### config.mk
export PLATFORM = sky130hd
export DESIGN_NAME = xlen_field_legalizer
export DESIGN_NICKNAME = d
export VERILOG_FILES = /design/src/rtl/xlen_pkg.sv /design/src/rtl/xlen_wr_ctrl.sv /design/src/rtl/xlen_field_dp.sv /design/src/rtl/xlen_width_dec.sv /design/src/rtl/xlen_field_legalizer.sv
export SDC_FILE = /design/constraint.sdc
export NUM_CORES = 1
export LEC_CHECK = 0
export ABC_AREA = 0
export BUFFER_PORTS_ARGS = -buffer_cell sky130_fd_sc_hd__buf_2
export CAP_MARGIN = 25
export CORE_AREA = 2 2 64 66
export CTS_BUF_LIST = sky130_fd_sc_hd__clkbuf_4
export CTS_CLUSTER_DIAMETER = 60
export DETAILED_ROUTE_END_ITERATION = 7
export DIE_AREA = 0 0 66 68
export GPL_ROUTABILITY_DRIVEN = 0
export PLACE_DENSITY = 0.68
export SLEW_MARGIN = 10
export SYNTH_ARGS = -nofsm -noshare
export SYNTH_HDL_FRONTEND = slang
export SYNTH_SLANG_ARGS = --single-unit
### constraint.sdc
create_clock -name clk -period 3 [get_ports clk]
set_input_delay 0.6 -clock clk [delete_from_list [all_inputs] [get_ports clk]]
set_output_delay 0.6 -clock clk [all_outputs]
set_load 0.05 [all_outputs]
### src/rtl/xlen_pkg.sv
package xlen_pkg;

  typedef logic [1:0] wcode_t;

  localparam wcode_t CODE_NONE = 2'd0;
  localparam wcode_t CODE_32   = 2'd1;
  localparam wcode_t CODE_64   = 2'd2;
  localparam wcode_t CODE_128  = 2'd3;

  // Strobes and field slices from the write decoder to the datapath
  typedef struct packed {
    logic   baseWr;
    wcode_t baseReq;
    logic   supWr;
    wcode_t supData;
    wcode_t supMask;
    logic   usrWr;
    wcode_t usrData;
    wcode_t usrMask;
  } wr_strobe_t;

  // Largest legal code not above min(req, lim); 32-bit is always legal
  function automatic wcode_t clampCode(wcode_t req, wcode_t lim, logic [2:0] allowed);
    wcode_t top;
    wcode_t res;
    top = (req < lim) ? req : lim;
    res = CODE_32;
    if (top >= CODE_64 && allowed[1])  res = CODE_64;
    if (top >= CODE_128 && allowed[2]) res = CODE_128;
    return res;
  endfunction

  function automatic logic [7:0] codeToBits(wcode_t c);
    case (c)
      CODE_32:  return 8'd32;
      CODE_64:  return 8'd64;
      CODE_128: return 8'd128;
      default:  return 8'd0;
    endcase
  endfunction

endpackage

### src/rtl/xlen_wr_ctrl.sv
module xlen_wr_ctrl
  import xlen_pkg::*;
#(
  parameter int unsigned DW      = 64,
  parameter int unsigned SUP_LSB = 34,
  parameter int unsigned USR_LSB = 32
) (
  input  logic          csrWrEn,
  input  logic [DW-1:0] csrWrData,
  input  logic [DW-1:0] csrWrMask,
  input  logic          baseWrEn,
  input  wcode_t        baseWrData,
  output wr_strobe_t    strobe
);

  logic unusedBits;
  assign unusedBits = ^{csrWrData, csrWrMask};

  always_comb begin
    strobe         = '0;
    strobe.baseReq = baseWrData;
    strobe.baseWr  = baseWrEn && (baseWrData != CODE_NONE);
    strobe.supData = csrWrData[SUP_LSB +: 2];
    strobe.supMask = csrWrMask[SUP_LSB +: 2];
    strobe.supWr   = csrWrEn && (strobe.supMask != 2'b00);
    strobe.usrData = csrWrData[USR_LSB +: 2];
    strobe.usrMask = csrWrMask[USR_LSB +: 2];
    strobe.usrWr   = csrWrEn && (strobe.usrMask != 2'b00);
  end

endmodule

### src/rtl/xlen_field_dp.sv
module xlen_field_dp
  import xlen_pkg::*;
#(
  parameter int unsigned MAX_BASE   = 3,
  parameter bit          HAS_SMODE  = 1'b1,
  parameter bit          HAS_UMODE  = 1'b1,
  parameter logic [2:0]  ALLOWED    = 3'b111,
  parameter bit          SUP_MIRROR = 1'b0,
  parameter bit          USR_MIRROR = 1'b0
) (
  input  logic       clk,
  input  logic       rstN,
  input  wr_strobe_t strobe,
  output wcode_t     baseQ,
  output wcode_t     supQ,
  output wcode_t     usrQ
);

  localparam wcode_t MAX_CODE  = wcode_t'(MAX_BASE);
  localparam wcode_t RST_BASE  = clampCode(MAX_CODE, MAX_CODE, ALLOWED);
  localparam wcode_t RST_SUP   = (!HAS_SMODE || RST_BASE == CODE_32) ? CODE_NONE : RST_BASE;
  localparam wcode_t RST_ULIM  = HAS_SMODE ? RST_SUP : RST_BASE;
  localparam wcode_t RST_USR   = (!HAS_UMODE || RST_BASE == CODE_32) ? CODE_NONE : RST_ULIM;

  wcode_t nextBase, nextSup, nextUsr;
  wcode_t supMerged, supReq, usrMerged, usrReq, usrLimit;

  // Stage 1: machine width
  always_comb begin
    nextBase = baseQ;
    if (strobe.baseWr) nextBase = clampCode(strobe.baseReq, MAX_CODE, ALLOWED);
  end

  // Stage 2: supervisor field, against the new machine width
  always_comb begin
    supMerged = (supQ & ~strobe.supMask) | (strobe.supData & strobe.supMask);
    supReq    = (strobe.supWr && supMerged != CODE_NONE) ? supMerged : supQ;
    if (supReq == CODE_NONE) supReq = nextBase;
    if (!HAS_SMODE || nextBase == CODE_32) nextSup = CODE_NONE;
    else if (SUP_MIRROR)                    nextSup = nextBase;
    else                                    nextSup = clampCode(supReq, nextBase, ALLOWED);
  end

  // Stage 3: user field, against the settled supervisor value
  always_comb begin
    usrLimit  = HAS_SMODE ? nextSup : nextBase;
    usrMerged = (usrQ & ~strobe.usrMask) | (strobe.usrData & strobe.usrMask);
    usrReq    = (strobe.usrWr && usrMerged != CODE_NONE) ? usrMerged : usrQ;
    if (usrReq == CODE_NONE) usrReq = usrLimit;
    if (!HAS_UMODE || nextBase == CODE_32) nextUsr = CODE_NONE;
    else if (USR_MIRROR)                    nextUsr = usrLimit;
    else                                    nextUsr = clampCode(usrReq, usrLimit, ALLOWED);
  end

  always_ff @(posedge clk or negedge rstN) begin
    if (!rstN) begin
      baseQ <= RST_BASE;
      supQ  <= RST_SUP;
      usrQ  <= RST_USR;
    end else begin
      baseQ <= nextBase;
      supQ  <= nextSup;
      usrQ  <= nextUsr;
    end
  end

  AST_SUP_LE_BASE: assert property (@(posedge clk) disable iff (!rstN) supQ <= baseQ);
  AST_USR_LE_BASE: assert property (@(posedge clk) disable iff (!rstN) usrQ <= baseQ);
  AST_BASE_HOLD: assert property (@(posedge clk) disable iff (!rstN)
    !strobe.baseWr |=> $stable(baseQ));
  AST_NARROW_ZERO: assert property (@(posedge clk) disable iff (!rstN)
    baseQ == CODE_32 |-> (supQ == CODE_NONE && usrQ == CODE_NONE));

  generate
    if (HAS_SMODE) begin : g_sup
      AST_USR_LE_SUP: assert property (@(posedge clk) disable iff (!rstN) usrQ <= supQ);
      AST_SUP_PRESENT: assert property (@(posedge clk) disable iff (!rstN)
        baseQ != CODE_32 |-> supQ != CODE_NONE);
    end else begin : g_nosup
      AST_SUP_ABSENT: assert property (@(posedge clk) disable iff (!rstN) supQ == CODE_NONE);
    end
    if (HAS_SMODE && SUP_MIRROR) begin : g_supmir
      AST_SUP_MIRROR: assert property (@(posedge clk) disable iff (!rstN)
        baseQ != CODE_32 |-> supQ == baseQ);
    end
    if (!HAS_UMODE) begin : g_nousr
      AST_USR_ABSENT: assert property (@(posedge clk) disable iff (!rstN) usrQ == CODE_NONE);
    end
  endgenerate

endmodule

### src/rtl/xlen_width_dec.sv
module xlen_width_dec
  import xlen_pkg::*;
#(
  parameter bit          HAS_SMODE = 1'b1,
  parameter bit          HAS_UMODE = 1'b1,
  parameter int unsigned WW        = 8
) (
  input  wcode_t        baseCode,
  input  wcode_t        supCode,
  input  wcode_t        usrCode,
  output logic [WW-1:0] machBits,
  output logic [WW-1:0] supBits,
  output logic [WW-1:0] usrBits
);

  logic narrow;
  assign narrow   = (baseCode == CODE_32);
  assign machBits = WW'(codeToBits(baseCode));

  generate
    if (HAS_SMODE) begin : g_sbits
      assign supBits = narrow ? WW'(32) : WW'(codeToBits(supCode));
    end else begin : g_nosbits
      logic unusedSup;
      assign unusedSup = ^supCode;
      assign supBits   = '0;
    end
    if (HAS_UMODE) begin : g_ubits
      assign usrBits = narrow ? WW'(32) : WW'(codeToBits(usrCode));
    end else begin : g_noubits
      logic unusedUsr;
      assign unusedUsr = ^usrCode;
      assign usrBits   = '0;
    end
  endgenerate

endmodule

### src/rtl/xlen_field_legalizer.sv
module xlen_field_legalizer
  import xlen_pkg::*;
#(
  parameter int unsigned DW           = 64,
  parameter int unsigned MAX_BASE     = 3,
  parameter bit          HAS_SMODE    = 1'b1,
  parameter bit          HAS_UMODE    = 1'b1,
  parameter logic [2:0]  ALLOWED_MASK = 3'b111,
  parameter bit          SUP_MIRROR   = 1'b0,
  parameter bit          USR_MIRROR   = 1'b0
) (
  input  logic          clk,
  input  logic          rstN,
  input  logic          csrWrEn,
  input  logic [DW-1:0] csrWrData,
  input  logic [DW-1:0] csrWrMask,
  input  logic          baseWrEn,
  input  logic [1:0]    baseWrData,
  output logic [1:0]    baseField,
  output logic [1:0]    supField,
  output logic [1:0]    usrField,
  output logic [7:0]    machBits,
  output logic [7:0]    supBits,
  output logic [7:0]    usrBits
);

  localparam int unsigned SUP_LSB = 34;
  localparam int unsigned USR_LSB = 32;
  localparam logic [2:0]  ALLOWED = ALLOWED_MASK | 3'b001;

  wr_strobe_t strobe;
  wcode_t     baseQ, supQ, usrQ;

  xlen_wr_ctrl #(.DW(DW), .SUP_LSB(SUP_LSB), .USR_LSB(USR_LSB)) u_ctrl (
    .csrWrEn(csrWrEn), .csrWrData(csrWrData), .csrWrMask(csrWrMask),
    .baseWrEn(baseWrEn), .baseWrData(baseWrData), .strobe(strobe)
  );

  xlen_field_dp #(
    .MAX_BASE(MAX_BASE), .HAS_SMODE(HAS_SMODE), .HAS_UMODE(HAS_UMODE),
    .ALLOWED(ALLOWED), .SUP_MIRROR(SUP_MIRROR), .USR_MIRROR(USR_MIRROR)
  ) u_dp (
    .clk(clk), .rstN(rstN), .strobe(strobe),
    .baseQ(baseQ), .supQ(supQ), .usrQ(usrQ)
  );

  xlen_width_dec #(.HAS_SMODE(HAS_SMODE), .HAS_UMODE(HAS_UMODE), .WW(8)) u_dec (
    .baseCode(baseQ), .supCode(supQ), .usrCode(usrQ),
    .machBits(machBits), .supBits(supBits), .usrBits(usrBits)
  );

  assign baseField = baseQ;
  assign supField  = supQ;
  assign usrField  = usrQ;

endmodule

==> results_dict.tcl, run 1 <==
set metrics [dict create \
    status "completed" \
    cts_tree "built" \
    path_clk_slew_ps 50 \
    rsz0062_at_grt "no" \
    via_per_inst 3.98 \
    ys_seq_area_frac 0.234 \
    max_stage_delay_ps 600 \
    maxSlewViolCount 0 \
    placed_area_um2 810 \
    synth_simple_gate_area_share 0.236 \
    cp.required_ps 3160 \
    final_common_cell "buf_2" \
    portBuffers 28 \
    routed_wl_mm 1.70 \
    dr.pass1.iters 4 \
    layout-drive-gt1-share 0.333 \
    r2r_start "u_dp.supQ[0]" \
    setup_tns_ps 0 \
    leakagePower_nw 0.438 \
    rows 23 \
    crit_fanout 8 \
    fin_skew_ps 2.50 \
    cts_root_buffer "clkbuf_4" \
    synth_compound_area_frac 0.219 \
    n_antenna_cell 0 \
    critPathSlowestCell "dfstp_2" \
    cts_resized 0 \
    power_density_mw_per_mm2 560 \
    max_freq_ghz 0.392 \
    worst_setup_path_start_kind "flop" \
    final_area_um2 832 \
    die_y_um 68 \
    yosys_warnings 0 \
    grt.total_usage 0.0769 \
    hold_viol 0 \
    grt_pass1_vias 551 \
    ant_nets 0 \
    end_kind "flop" \
    synth_top_area_frac 0.234 \
    post_cts_buffers 0 \
    fill_cells 458 \
    finalSetupViolCount 0 \
    ir_worst_vdd_mv 0.287 \
    reg2reg_slack_ps 450 \
    area_growth_syn_to_layout_pct 23.4 \
    fin_nets 257 \
    crit_chain "and4b_1, nor2_1, o21ai_0, nand3_1, ha_1, a21oi_1, o21ai_0, ha_1, a211o_1, a221oi_2, a21oi_1" \
    cp.arrival_ps 2710 \
    path_class "reg2reg" \
    final_cell_mix "28 x buf_2, 15 x conb_1, 11 x nand2_1" \
    p_total_w 0.000466 \
    yosysTopAreaCell "dfstp_2" \
    netlist_instances 88 \
    die_w_um 66 \
    synth.distinct_cells 26 \
    cts_hold_buf 0 \
    drt_iter0_drc 9 \
    hp-class "in2async" \
    synthTopCellsByArea "dfstp_2 23%, buf_4 18%, ha_1 7.4%, nand2_1 6.1%, a221oi_2 4.5%" \
    r2r-end "u_dp.usrQ[0]" \
    htreeDepth 1 \
    ff2ff_path_depth 11 \
    grt-ovfl-total 0 \
    start_util 0.175 \
    ys_ff_latch 6 \
    syn-cell-area_um2 674 \
    synth.area.mux_share 0.0148 \
    synthXorXnorAreaFrac 0 \
    antenna_found_initial 0 \
    cts_made_buffers 3 \
    hpwl_mm 1.44 \
    cap_viol_max_count 0 \
    grt_max_degree 10 \
    synthAdderAreaFrac 0.0742 \
    min_period_ps 2550 \
    core_area_mm2 0.00386 \
    period_share 0.851 \
    clk_path_buf_depth 2 \
    cts_sinks 6 \
    synth_top_family_by_area "simple AND/OR/NAND/NOR gates" \
    avgRoutedWirePerCell_um 10.2 \
    drc 0 \
    seq_area_um2 158 \
    ios 164 \
    die_area_mm2 0.00449 \
    multi_input_area_um2 423 \
    avgSynthCellArea_um2 7.66 \
    insertion_delay_ps 240 \
    grt_pass1_wl_mm 2.58 \
    num_vias 664 \
]
-- worst max-delay path by stage --
stage	from	endpoint	slack, ps	cells after the start
finish	u_dp.supQ[0]	u_dp.usrQ[0]	450	11
detailed placement	csrWrEn	u_dp.usrQ[0]	280	12
CTS	u_dp.supQ[0]	u_dp.usrQ[0]	440	11
global route	u_dp.supQ[0]	u_dp.usrQ[0]	230	11
floorplan	u_dp.usrQ[0]	usrBits[5]	460	2
global placement	csrWrEn	u_dp.usrQ[0]	310	12
-- through the flow --
stage               setup slack [ps]   util  std cells  hold WS (ps)
floorplan                        463      -        102           452
global placement                 314  0.210        164           530
detailed placement               276  0.210        164           534
CTS                              437  0.216        167           363
global route                     234  0.216        167           367
finish                           446  0.216        167           368
-- sequential cells by signal, indices dropped and copies added, names as in the netlist --
signal      count
u_dp.supQ       2
u_dp.baseQ      2
u_dp.usrQ       2
-- report_power, final --
group          switching, W  internal (W)  leakage, nW
logic              0.000209     0.0000637        0.361
registers         0.0000186      0.000102       0.0629
clock network     0.0000280     0.0000452       0.0138
total              0.000255      0.000211        0.438
-- layer usage --
| metal | wire [um] | global-route usage | share of wire |
|---|---|---|---|
| met1 | 781 | 0.0987 | 0.46 |
| met2 | 810 | 0.116 | 0.48 |
| met3 | 111 | 0.0197 | 0.065 |
| met4 | 0 | 0.0459 | 0 |
| met5 | 0 | 0 | 0 |
-- cell usage after synthesis --
library cell and number:
buf_4 16, nand2_1 11, nor2_1 8, inv_1 7, dfstp_2 6, a21oi_1 5
o21ai_0 5, ha_1 4, nand3_1 4, a211oi_1 2, a21boi_0 2, a221oi_2 2
and2_1 2, and4b_1 2, a211o_1 1, a21o_1 1, a31oi_1 1, and3_1 1
conb_1 1, mux2i_1 1, nand2b_1 1, nand4b_1 1, nor2b_1 1, nor3b_1 1
o211ai_1 1, o31ai_1 1
-- kinds of logic (layout without fill, tap and decap cells) --
family / Yosys count / after routing
fa+ha+maj: 4 / 4
flops: 6 / 6
mux: 1 / 1
buf+inv: 23 / 38
compound gates: 21 / 21
other cells: 1 / 15
simple gates: 32 / 32
-- area by class of cell --
class / count / share of cell area
tap: 50 / 0.0752
inverter: 7 / 0.0316
timing repair buffer: 28 / 0.168
sequential: 6 / 0.189
multi-input combinational: 73 / 0.508
clock buffer: 3 / 0.0271
-- worst max-delay path, delay by kind of cell, from the launching register on --
family,cells,cell delay (ps)
AO/OA/AOI/OAI,6,940
flip-flops,1,600
adder cells (fa/ha/maj),2,500
AND/OR/NAND/NOR,3,420
No activity file was read; power rests on OpenSTA's default activity.
==> inputs of run 2 (changes only) <==
--- a/config.mk
+++ b/config.mk
@@ -8,13 +8,13 @@
 export ABC_AREA = 0
 export BUFFER_PORTS_ARGS = -buffer_cell sky130_fd_sc_hd__buf_2
 export CAP_MARGIN = 25
-export CORE_AREA = 2 2 64 66
+export CORE_AREA = 2 2 63 65
 export CTS_BUF_LIST = sky130_fd_sc_hd__clkbuf_4
 export CTS_CLUSTER_DIAMETER = 60
 export DETAILED_ROUTE_END_ITERATION = 7
-export DIE_AREA = 0 0 66 68
+export DIE_AREA = 0 0 65 67
 export GPL_ROUTABILITY_DRIVEN = 0
-export PLACE_DENSITY = 0.68
+export PLACE_DENSITY = 0.72
 export SLEW_MARGIN = 10
 export SYNTH_ARGS = -nofsm -noshare
 export SYNTH_HDL_FRONTEND = slang
==> constraint.sdc (replaced) <==
create_clock -name clk -period 2.17 [get_ports clk]
set_input_delay 0.434 -clock clk [delete_from_list [all_inputs] [get_ports clk]]
set_output_delay 0.434 -clock clk [all_outputs]
set_load 0.05 [all_outputs]
==> results_dict.tcl, run 2 (synthesis results as in run 1) <==
set metrics [dict create \
    cp.arrival_ps 2620 \
    die_y_um 67 \
    htreeDepth 1 \
    hold_viol 0 \
    reg2reg_slack_ps -280 \
    top_regs "u_dp.baseQ x2, u_dp.supQ x2, u_dp.usrQ x2" \
    endpoint "u_dp.usrQ[0]" \
    via_per_inst 3.94 \
    max_stage_delay_ps 610 \
    insertion_delay_ps 260 \
    path_clk_slew_ps 50 \
    layout-drive-gt1-share 0.521 \
    ff2ff_path_depth 11 \
    ir_worst_vdd_mv 0.362 \
    cts_hold_buf 0 \
    start_util 0.187 \
    r2r-end "u_dp.usrQ[0]" \
    cts_made_buffers 3 \
    hp-class "in2async" \
    critPathTopFamily "compound AO/OA/AOI/OAI gates" \
    final_cell_mix "28 x buf_2, 19 x buf_4, 15 x conb_1" \
    place_ws_ps -244 \
    hpwl_mm 1.59 \
    grt_pass1_vias 652 \
    worst_setup_path_start_kind "flop" \
    cts_root_buffer "clkbuf_4" \
    cp.required_ps 2340 \
    area_growth_syn_to_layout_pct 60.5 \
    rsz0062_at_grt "yes" \
    num_vias 741 \
    drt_iter0_drc 11 \
    r2r_start "u_dp.supQ[0]" \
    rows 22 \
    die_w_um 65 \
    n_antenna_cell 0 \
    antenna_found_initial 0 \
    fin_skew_ps 11.2 \
    grt-ovfl-total 0 \
    max_slew_margin 0.667 \
    clk_path_buf_depth 2 \
    crit_buf_inv 0 \
    cap_viol_max_count 0 \
    critPathSlowestCell "dfstp_4" \
    p_total_w 0.000799 \
    fin_nets 279 \
    avgRoutedWirePerCell_um 10.7 \
    status "finished, violations left" \
    dr.pass1.iters 4 \
    finalSetupViolCount 2 \
    routed_wl_mm 2.02 \
    final_common_cell "buf_2" \
    min_period_ps 2450 \
    ant_nets 0 \
    max_freq_ghz 0.408 \
    leakagePower_nw 0.558 \
    power_density_mw_per_mm2 739 \
    grt_pass1_wl_mm 2.98 \
    crit_cells 11 \
    drc 0 \
    grt_max_degree 8 \
    setup_slack_ps -281 \
    grt.total_usage 0.0924 \
    end_kind "flop" \
    period_share 1.13 \
    die_area_mm2 0.00436 \
    maxSlewViolCount 0 \
    portBuffers 28 \
    ios 164 \
    worstMarginPinSlew_ps 495 \
    crit_fanout 2 \
    core_area_mm2 0.00361 \
    crit_chain "and4b_1, nor2_2, o21ai_2, nand3_2, ha_4, a21oi_2, o21ai_2, ha_2, a211o_1, a221oi_2, a21oi_2" \
    startpoint "u_dp.supQ[0]" \
    violations "setup timing" \
    cts_tree "built" \
    cts_sinks 6 \
    path_class "reg2reg" \
]
[run 2: worst min path at each step]
stage / from / end / slack, ps / depth (start not counted)
floorplan: rstN / u_dp.baseQ[0] / 290 / 0
global placement: rstN / u_dp.baseQ[1] / 460 / 1
global route: rstN / u_dp.usrQ[0] / 220 / 1
finish: rstN / u_dp.usrQ[0] / 190 / 1
detailed placement: rstN / u_dp.baseQ[1] / 470 / 1
CTS: rstN / u_dp.usrQ[1] / 190 / 1
[run 2: metal layers]
metal / part of all wire / global-route usage / up-vias
met1: 0.42 / 0.110 / 327
met4: 0.013 / 0.0399 / 0
met3: 0.072 / 0.0253 / 4
met5: 0 / 0 / -
met2: 0.49 / 0.155 / 33
li1: - / - / 377
[run 2: final cells by class]
type,count,area [um2]
clock buffers,4,30.0
fillers,388,2520
inverters,7,28.8
multi-input cells,73,485
flip-flops and latches,6,161
well taps,48,60.1
repair buffers,50,317
[run 2: report_power, final]
part	switching [W]	leakage, nW	total [W]	internal [W]
logic	0.000338	0.476	0.000511	0.000173
registers	0.0000178	0.0632	0.000160	0.000142
clock network	0.0000461	0.0184	0.000129	0.0000825
total	0.000402	0.558	0.000799	0.000398
[run 2: repair_timing]
item,4_1_cts,5_1_grt
pin swaps,5,14
setup endpoints to repair,2,3
buffers inserted,2,5
gates cloned,0,0
resized for setup,0,15
[run 2: per-stage QoR]
stage	instance area [um2]	instances	TNS, ps	util	hold slack, ps
after floorplan	739	102	-570	-	286
after global placement	955	180	-189	0.265	463
after detailed placement	955	180	-315	0.265	474
after CTS	1000	186	-259	0.277	193
after global routing	1080	188	-628	0.300	216
final	1080	188	-339	0.300	194
